## src/rtl/sfd_pkg.sv

```systemverilog
package sfd_pkg;
  typedef enum logic [2:0] {
    ST_IDLE  = 3'd0,
    ST_PRE   = 3'd1,
    ST_DATA  = 3'd2,
    ST_JAM   = 3'd3,
    ST_BKOFF = 3'd4,
    ST_GAP   = 3'd5
  } sfd_state_e;

  localparam logic [3:0] NIB_PREAMBLE = 4'h5;
  localparam logic [3:0] NIB_START    = 4'hD;
  localparam logic [3:0] NIB_JAM      = 4'h5;
endpackage

```

## src/rtl/sfd_line_gate.sv

```systemverilog
module sfd_line_gate #(
  parameter int NIB_W = 4
) (
  input  logic             loopback,
  input  logic             col_raw,
  input  logic             crs_raw,
  input  logic [NIB_W-1:0] txd_int,
  input  logic             txen_int,
  output logic             col_i,
  output logic             crs_i,
  output logic [NIB_W-1:0] txd,
  output logic             txen
);
  always_comb begin
    col_i = col_raw & ~loopback;
    crs_i = crs_raw & ~loopback;
    txd   = loopback ? '0 : txd_int;
    txen  = txen_int & ~loopback;
  end
endmodule

```

## src/rtl/sfd_nib_mux.sv

```systemverilog
module sfd_nib_mux
  import sfd_pkg::*;
#(
  parameter int NIB_W = 4
) (
  input  sfd_state_e       state,
  input  logic             pre_last,
  input  logic [NIB_W-1:0] src_nib,
  output logic [NIB_W-1:0] txd_int,
  output logic             txen_int
);
  always_comb begin
    txd_int  = '0;
    txen_int = 1'b0;
    unique case (state)
      ST_PRE: begin
        txen_int = 1'b1;
        txd_int  = pre_last ? NIB_W'(NIB_START) : NIB_W'(NIB_PREAMBLE);
      end
      ST_DATA: begin
        txen_int = 1'b1;
        txd_int  = src_nib;
      end
      ST_JAM: begin
        txen_int = 1'b1;
        txd_int  = NIB_W'(NIB_JAM);
      end
      default: ;
    endcase
  end
endmodule

```

## src/rtl/sfd_seq_fsm.sv

```systemverilog
module sfd_seq_fsm
  import sfd_pkg::*;
#(
  parameter int PRE_NIBS = 15,
  parameter int GAP_NIBS = 24
) (
  input  logic       clk,
  input  logic       rst_n,
  input  logic       tx_req,
  input  logic       col_i,
  input  logic       crs_i,
  input  logic       src_last,
  output sfd_state_e state,
  output logic       pre_last,
  output logic       src_rd,
  output logic       src_rewind,
  output logic       tx_done
);
  localparam int SPAN  = (PRE_NIBS + 1 > GAP_NIBS) ? PRE_NIBS + 1 : GAP_NIBS;
  localparam int CNT_W = $clog2(SPAN + 1);
  localparam logic [CNT_W-1:0] PRE_END = CNT_W'(PRE_NIBS);
  localparam logic [CNT_W-1:0] GAP_END = CNT_W'(GAP_NIBS - 1);

  sfd_state_e       state_q, state_d;
  logic [CNT_W-1:0] cnt_q, cnt_d;
  logic             pend_q, pend_d;
  logic             retry_q, retry_d;
  logic             gap_last;
  logic             cnt_en, pend_en, retry_en;

  assign state    = state_q;
  assign pre_last = (state_q == ST_PRE) && (cnt_q == PRE_END);
  assign gap_last = (state_q == ST_GAP) && (cnt_q == GAP_END);

  always_comb begin
    state_d    = state_q;
    cnt_d      = cnt_q;
    pend_d     = pend_q;
    retry_d    = retry_q;
    src_rd     = 1'b0;
    src_rewind = 1'b0;
    tx_done    = 1'b0;
    unique case (state_q)
      ST_IDLE: begin
        cnt_d = '0;
        if (tx_req) state_d = ST_PRE;
      end
      ST_PRE: begin
        if (pre_last) begin
          cnt_d   = '0;
          pend_d  = 1'b0;
          state_d = (pend_q || col_i) ? ST_JAM : ST_DATA;
        end else begin
          cnt_d  = cnt_q + CNT_W'(1);
          pend_d = pend_q | col_i;
        end
      end
      ST_DATA: begin
        src_rd = 1'b1;
        if (col_i) begin
          state_d = ST_JAM;
        end else if (src_last) begin
          tx_done = 1'b1;
          retry_d = 1'b0;
          cnt_d   = '0;
          state_d = ST_GAP;
        end
      end
      ST_JAM: begin
        src_rewind = 1'b1;
        state_d    = ST_BKOFF;
      end
      ST_BKOFF: begin
        retry_d = 1'b1;
        cnt_d   = '0;
        state_d = ST_GAP;
      end
      ST_GAP: begin
        if (gap_last) begin
          cnt_d   = '0;
          state_d = retry_q ? ST_PRE : ST_IDLE;
        end else begin
          cnt_d = cnt_q + CNT_W'(1);
        end
      end
      default: state_d = ST_IDLE;
    endcase
  end

  assign cnt_en   = (cnt_d != cnt_q);
  assign pend_en  = (state_q == ST_PRE);
  assign retry_en = (state_q == ST_BKOFF) || (state_q == ST_DATA);

  always_ff @(posedge clk or negedge rst_n) begin
    if (!rst_n) begin
      state_q <= ST_IDLE;
      cnt_q   <= '0;
      pend_q  <= 1'b0;
      retry_q <= 1'b0;
    end else begin
      state_q <= state_d;
      if (cnt_en)   cnt_q   <= cnt_d;
      if (pend_en)  pend_q  <= pend_d;
      if (retry_en) retry_q <= retry_d;
    end
  end

  AST_START_IGNORES_CRS: assert property (@(posedge clk) disable iff (!rst_n)
    (state_q == ST_IDLE && tx_req && crs_i) |=> (state_q == ST_PRE));
  AST_DONE_IN_DATA: assert property (@(posedge clk) disable iff (!rst_n)
    tx_done |-> (state_q == ST_DATA && src_rd));
  AST_JAM_SINGLE: assert property (@(posedge clk) disable iff (!rst_n)
    (state_q == ST_JAM) |=> (state_q == ST_BKOFF));
  AST_BKOFF_SINGLE: assert property (@(posedge clk) disable iff (!rst_n)
    (state_q == ST_BKOFF) |=> (state_q == ST_GAP && cnt_q == '0));
  AST_PRE_NOT_CUT: assert property (@(posedge clk) disable iff (!rst_n)
    (state_q == ST_PRE && !pre_last) |=> (state_q == ST_PRE));
  AST_RETRY_AFTER_GAP: assert property (@(posedge clk) disable iff (!rst_n)
    (gap_last && retry_q) |=> (state_q == ST_PRE && cnt_q == '0));
endmodule

```

## src/rtl/sfd_tx_seq.sv

```systemverilog
module sfd_tx_seq
  import sfd_pkg::*;
#(
  parameter int NIB_W    = 4,
  parameter int PRE_NIBS = 15,
  parameter int GAP_NIBS = 24
) (
  input  logic             clk,
  input  logic             rst_n,
  input  logic             loopback,
  input  logic             tx_req,
  output logic             tx_done,
  input  logic [NIB_W-1:0] src_nib,
  input  logic             src_last,
  output logic             src_rd,
  output logic             src_rewind,
  input  logic             crs,
  input  logic             col,
  output logic [NIB_W-1:0] txd,
  output logic             txen
);
  sfd_state_e       state;
  logic             pre_last;
  logic             col_i, crs_i;
  logic [NIB_W-1:0] txd_int;
  logic             txen_int;

  sfd_seq_fsm #(.PRE_NIBS(PRE_NIBS), .GAP_NIBS(GAP_NIBS)) u_fsm (
    .clk(clk), .rst_n(rst_n), .tx_req(tx_req), .col_i(col_i), .crs_i(crs_i),
    .src_last(src_last), .state(state), .pre_last(pre_last),
    .src_rd(src_rd), .src_rewind(src_rewind), .tx_done(tx_done)
  );

  sfd_nib_mux #(.NIB_W(NIB_W)) u_mux (
    .state(state), .pre_last(pre_last), .src_nib(src_nib),
    .txd_int(txd_int), .txen_int(txen_int)
  );

  sfd_line_gate #(.NIB_W(NIB_W)) u_gate (
    .loopback(loopback), .col_raw(col), .crs_raw(crs),
    .txd_int(txd_int), .txen_int(txen_int),
    .col_i(col_i), .crs_i(crs_i), .txd(txd), .txen(txen)
  );

  AST_LB_NO_REWIND: assert property (@(posedge clk) disable iff (!rst_n)
    (loopback && $past(loopback) && (state == ST_DATA)) |=> !src_rewind);
endmodule

```

## config.mk

```make
export PLATFORM = sky130hd
export DESIGN_NAME = sfd_tx_seq
export DESIGN_NICKNAME = d
export VERILOG_FILES = /design/src/rtl/sfd_pkg.sv /design/src/rtl/sfd_line_gate.sv /design/src/rtl/sfd_nib_mux.sv /design/src/rtl/sfd_seq_fsm.sv /design/src/rtl/sfd_tx_seq.sv
export SDC_FILE = /design/constraint.sdc
export NUM_CORES = 1
export LEC_CHECK = 0
export BUFFER_PORTS_ARGS = -buffer_cell sky130_fd_sc_hd__buf_2
export CORE_MARGIN = 8
export CORE_UTILIZATION = 43
export CTS_CLUSTER_SIZE = 20
export DETAILED_ROUTE_END_ITERATION = 7
export HOLD_SLACK_MARGIN = 0.1
export PLACE_DENSITY_LB_ADDON = 0.12
export SKIP_CTS_REPAIR_TIMING = 1
export SLEW_MARGIN = 0
export SYNTH_ARGS = -nofsm -noshare
export SYNTH_HDL_FRONTEND = slang
export SYNTH_SLANG_ARGS = --single-unit
```

## constraint.sdc

```tcl
create_clock -name clk -period 1.6 [get_ports clk]
set_input_delay 0.08 -clock clk [delete_from_list [all_inputs] [get_ports clk]]
set_output_delay 0.08 -clock clk [all_outputs]
set_load 0.01 [all_outputs]
```

---- Yosys cells after proc, flatten, opt, wreduce, memory -nomap -nowiden ----
Cells that the tools add are included.
storage, ports and cells
  input port bits ......................... 11
  bits in registers ....................... 10
  logic and storage cells ................. 59
  output and inout bits ................... 8
operators by class
  bitwise logic cells ..................... 4
  $add $sub $neg .......................... 1
  equality and inequality tests ........... 14
  mux-type cells .......................... 26
  reductions and logical operators ........ 10
operator list
  kind                   number
  $mux W5                4
  $pmux W5 S4            1
  $pmux W3 S6            1
  $mux W3                5
  $pmux W4 S3            1
  $mux W1                11
  $mux W4                2
  $reduce_and A4 Y1      2
  $eq A3 B2 Y1 const B   2
  $eq A3 B3 Y1 const B   2
  $ne A2 B2 Y1 const B   3
  $add A5 B1 Y5 const B  1
  $eq A5 B4 Y1 const B   1
  $eq A5 B5 Y1 const B   1
  $ne A5 B5 Y1           1
  $ne A2 B1 Y1 const B   2
  $eq A3 B1 Y1 const B   1
  $logic_not A3 Y1       1
  $ne A3 B2 Y1 const B   1
  $reduce_or A3 Y1       1
  $and A1 B1 Y1          2
  $logic_and A1 B1 Y1    2
  $logic_or A1 B1 Y1     2
  $pmux W1 S2            1
  4 further kinds        4

---- Longest topological paths before layout ----
  depth after elaboration ................. 6
  mapped depth ............................ 7
  depth with buffers taken out ............ 7

---- By module ----
Synthesis repeated with hierarchy kept, for this count alone.
unflattened totals
  cells, all modules ...................... 83
  area, all modules ....................... 690.7 um^2
by module, submodules not included
  module         times used  area an instance (um^2)  cells an instance  sequential area each (um^2)
  sfd_seq_fsm    1           589.3                    66                 250.2
  sfd_nib_mux    1           57.6                     10                 0.0
  sfd_line_gate  1           43.8                     7                  0.0

---- Least setup slack after synthesis ----
Ideal clock, no wire load.
  path type ............................... register to register
  start ................................... reg u_fsm.cnt_q[0]
  end ..................................... reg u_fsm.state_q[0] (netlist: u_fsm.state[0])
  clock period less this slack ............ 1.608 ns
  setup slack ............................. -0.008 ns
  required time ........................... 1.513 ns
  buffers on the path ..................... 0
  arrival time ............................ 1.520 ns
  cell stages (with the launch flop) ...... 8
  library setup time ...................... 0.087 ns
  cell sequence ........................... dfrtp_1 -> ha_1 -> and3_1 -> ha_1 -> nor2b_1 -> nor3_2 -> nand2_1 -> a22oi_1
between the ends
  longest elaborated chain between the ends .. 4
  elaborated cells on any way between the ends .. 7
  classes of those cells .................. eq/ne (4); reduce/logical (3)
RTL lines
  what                                          RTL line                              RTL
  start, declared                               sfd_seq_fsm.sv:25                     logic [CNT_W-1:0] cnt_q, cnt_d;
  start signal, assigned                        sfd_seq_fsm.sv:102                    if (cnt_en) cnt_q <= cnt_d;
  $eq A5 B4 Y1 or $eq A5 B5 Y1 (tied branches)  sfd_seq_fsm.sv:32, sfd_seq_fsm.sv:33
  $logic_and A1 B1 Y1 (on tied branches)        sfd_seq_fsm.sv:32, sfd_seq_fsm.sv:33
  $ne A2 B1 Y1 (no source line)                 n/a
  $reduce_and A4 Y1 (no source line) *          n/a
  end signal, assigned                          sfd_seq_fsm.sv:101                    state_q <= state_d;
  end, declared                                 sfd_seq_fsm.sv:24                     sfd_state_e state_q, state_d;
Every way passes the cells marked *; elsewhere a longest branch is shown, timed or not.
A chain may end at the register's enable or synchronous reset.

---- Worst setup path after layout ----
  start ................................... reg u_fsm.cnt_q[1]
  end ..................................... out txd[3]
between the ends
  longest elaborated chain between the ends .. 5
RTL lines
  what                 RTL line             RTL
  $eq A5 B4 Y1         sfd_seq_fsm.sv:32    assign pre_last = (state_q == ST_PRE) && (cnt_q == PRE_END);
  $logic_and A1 B1 Y1  sfd_seq_fsm.sv:32
  $mux W4              sfd_nib_mux.sv:18    txd_int = pre_last ? NIB_W'(NIB_START) : NIB_W'(NIB_PREAMBLE);
  $pmux W4 S3          sfd_nib_mux.sv:15    unique case (state)
  $mux W4              sfd_line_gate.sv:17  txd = loopback ? '0 : txd_int;
  end, declared        sfd_tx_seq.sv:19     output logic [NIB_W-1:0] txd,
Every way passes these cells.

==> run_results.csv <==
group,metric,value,unit
die,initial_core_util,43.90,%
global_routing,grt_antenna_before_repair,0,
finish,multi_input_area,422.9,um2
critical_path,critPathLaunchType,"register",
global_routing,grt_max_degree,11,
pwr,power.share.sequential,48.3,%
routing,postRouteAntennaNets,0,
critical_path,worstReg2RegEnd,"u_fsm.state[0]",
critical_path,critPathLaunch,"u_fsm.cnt_q[1]",
clocking,clock_sinks,10,
die,die_h,54.30,um
yosys,synth_edf_count,0,
finish,layout_commonest_cell,"buf_2",
routing,viasPerCell,5.726,
pwr,ir_drop,355.0,uV
yosys,syn_inst,72,
finish,regArea,254.0,um2
finish,drive_above_1_share,53.70,%
global_routing,grt_util_all_layers,13.18,%
routing,drt-pass1-iter-count,4,
place,gp_congestion,0.7744,
finish,syn2layout_area_growth,53.37,%
global_routing,met1_usage,15.22,%
critical_path,endpoint_kind,"primary output",
finish,n_fill_cell,125,
yosys,synth-main-ff-cell,"dfrtp_1",
pwr,pwr-share-clk,43.0,%
run_status,violations,"setup timing",
sta,finalSetupViolCount,5,
global_routing,gr-usage-met3,6.522,%
critical_path,critPathRequiredTime,1520,ps
finish,diodes,0,
sta,finClkSkew,9.278,ps
clocking,tritoncts,"built",
routing,vias,710,
yosys,syn_area_per_cell,8.758,um2
pwr,p_int,0.0004185,W
yosys,syn_nets,85,
clocking,cts_made_buffers,3,
yosys,ys_types,30,
place,hpwl,1.312,mm
pwr,power.density,557.6,nW/um2
finish,fin_nets,122,
yosys,synthArstFlopShare,100.0,%
yosys,synth_warnings,0,
pwr,switching_share,22.41,%
die,die_x,54.30,um
routing,routed_wirelength,1.939,mm
critical_path,r2r-start,"u_fsm.cnt_q[1]",
sta,final_max_slew_viol_count,0,
finish,final_cell_mix,"17 x buf_2, 16 x buf_4, 7 x nand2_1, 7 x dfrtp_1",
clocking,cts.clk_slew.worst_paths,60,ps
sta,grt_setup_unrepaired,"true",
sta,worst-slew-pin-transition,315.6,ps
clocking,cts_buffer_depth,2,
sta,min_period,1666,ps
clocking,root_buffer,"clkbuf_4",
sta,holdWs,173.5,ps
yosys,ys_ff_latch,10,
sta,slew_headroom,78.89,%
yosys,yosysSeqAreaShare,39.68,%
global_routing,grt_util_met2,20.61,%
global_routing,overflow,0,
sta,fin_setup_tns,-96.41,ps
die,dieArea,2948,um2
sta,final.setup.worst_slack,-66.08,ps
critical_path,critical_path_class,"register to primary output",
routing,route.detailed.drc,0,
routing,drt_iter0_drc,16,
global_routing,first_global_vias,610,
global_routing,busiest_layer,"met2",
sta,hold_viol,0,
run_status,status,"finished with violations",
routing,wl_per_cell,15.64,um
critical_path,worst_ep_arrival_time,1590,ps
yosys,syn_area,630.6,um2
critical_path,cp_max_fo,2,
critical_path,r2r_slack,-30,ps
sta,period_share,104.1,%
pwr,p_comb_share,8.7,%
flow_run,drv_cap,0,
pwr,p_leak,0.4483,nW
place,portBuffers,17,
critical_path,worst-r2r-cell-count,7,
pwr,switchingPower,0.0001208,W
worst_hold_path,min_path_type,"input pin to register",
die,core_area,1436,um2
finish,final_core_util,67.33,%
critical_path,cp-endpoint,"txd[3]",
die,ioPinCount,19,
sta,clock.fmax,0.6002,GHz
die,fp-row-count,14,
clocking,htree_levels,1,
clocking,clk_latency,270,ps
global_routing,grt_pass1_wl,2.787,mm
[metrics by stage]
stage / std cells / power [W] / cell area [um2] / worst slack [ps]
after CTS: 114 / 0.0005415 / 833.3 / -248.5
after global placement: 110 / 0.0003061 / 797.0 / -22.06
after floorplan: 72 / 0.0002793 / 646.9 / 25.92
final: 124 / 0.0005393 / 967.2 / -66.08
after global routing: 124 / 0.0005692 / 967.2 / -162.0
after detailed placement: 110 / 0.0003074 / 797.0 / -62.63
[worst min path at each step]
stage | from | to | slack [ps] | cells after the start
global placement | rst_n | u_fsm.cnt_q[0] | -50 | 1
floorplan | rst_n | u_fsm.cnt_q[0] | -220 | 0
finish | tx_req | u_fsm.state[0] | 170 | 3
detailed placement | rst_n | u_fsm.cnt_q[0] | -40 | 1
CTS | rst_n | u_fsm.cnt_q[2] | -340 | 1
global route | tx_req | u_fsm.state[0] | 180 | 3
[power groups by stage]
| stage | combinational [W] | clock (W) | sequential [W] |
|---|---|---|---|
| after detailed placement | 0.0000420 | 0 | 0.000265 |
| after global placement | 0.0000407 | 0 | 0.000265 |
| final | 0.0000469 | 0.000232 | 0.000261 |
| after CTS | 0.0000422 | 0.000239 | 0.000261 |
| after global routing | 0.0000519 | 0.000256 | 0.000261 |
| after floorplan | 0.0000138 | 0 | 0.000266 |
[cells by family after synthesis]
family	share of synthesized area [%]
AND/OR/NAND/NOR	27.18
AO/OA/AOI/OAI	25.00
flip-flops	39.68
buffers and inverters	4.166
adder cells (fa/ha/maj)	3.968
[worst max-delay path: stages, from the launching register on]
cell     delay [ps]
dfrtp_1         350
ha_2            180
and3_4          190
ha_4            120
nor2b_4         150
a22oi_2          50
nor3_1          120
buf_2           160
[cell type report]
type | count | area share [%]
clock buffer | 4 | 3.752
inverter | 5 | 1.940
multi-input combinational | 55 | 43.73
sequential | 10 | 26.26
tap | 16 | 2.070
timing repair buffer | 34 | 22.25
[registers in the layout (all words and copies together), names as in the netlist]
| name | cells |
|---|---|
| u_fsm.state | 3 |
| u_fsm.retry_q | 1 |
| u_fsm.cnt_q | 5 |
| u_fsm.pend_q | 1 |
[metal layers]
layer / share of wire, % / wire (um) / vias up
li1: - / - / 334
met4: 3.3 / 64 / 0
met1: 40 / 783 / 340
met3: 12 / 242 / 6
met5: 0 / 0 / -
met2: 44 / 848 / 30
[cell usage after synthesis, types with 2 or more instances]
master     n  share of area [%]
inv_1      3                1.8
nand2b_1   2                2.0
o31ai_1    2                2.4
nor3_1     2                1.6
ha_1       2                4.0
a22oi_1    3                3.6
o21a_1     2                2.4
a21oi_1    6                4.8
o21ai_1    4                3.2
nand3b_1   2                2.4
nand2_1    8                4.8
inv_2      2                1.2
dfrtp_1   10                 40
nor2b_1    3                3.0
nand3_1    2                1.6
nor2_1     5                3.0
No activity file was read; power rests on OpenSTA's default activity.
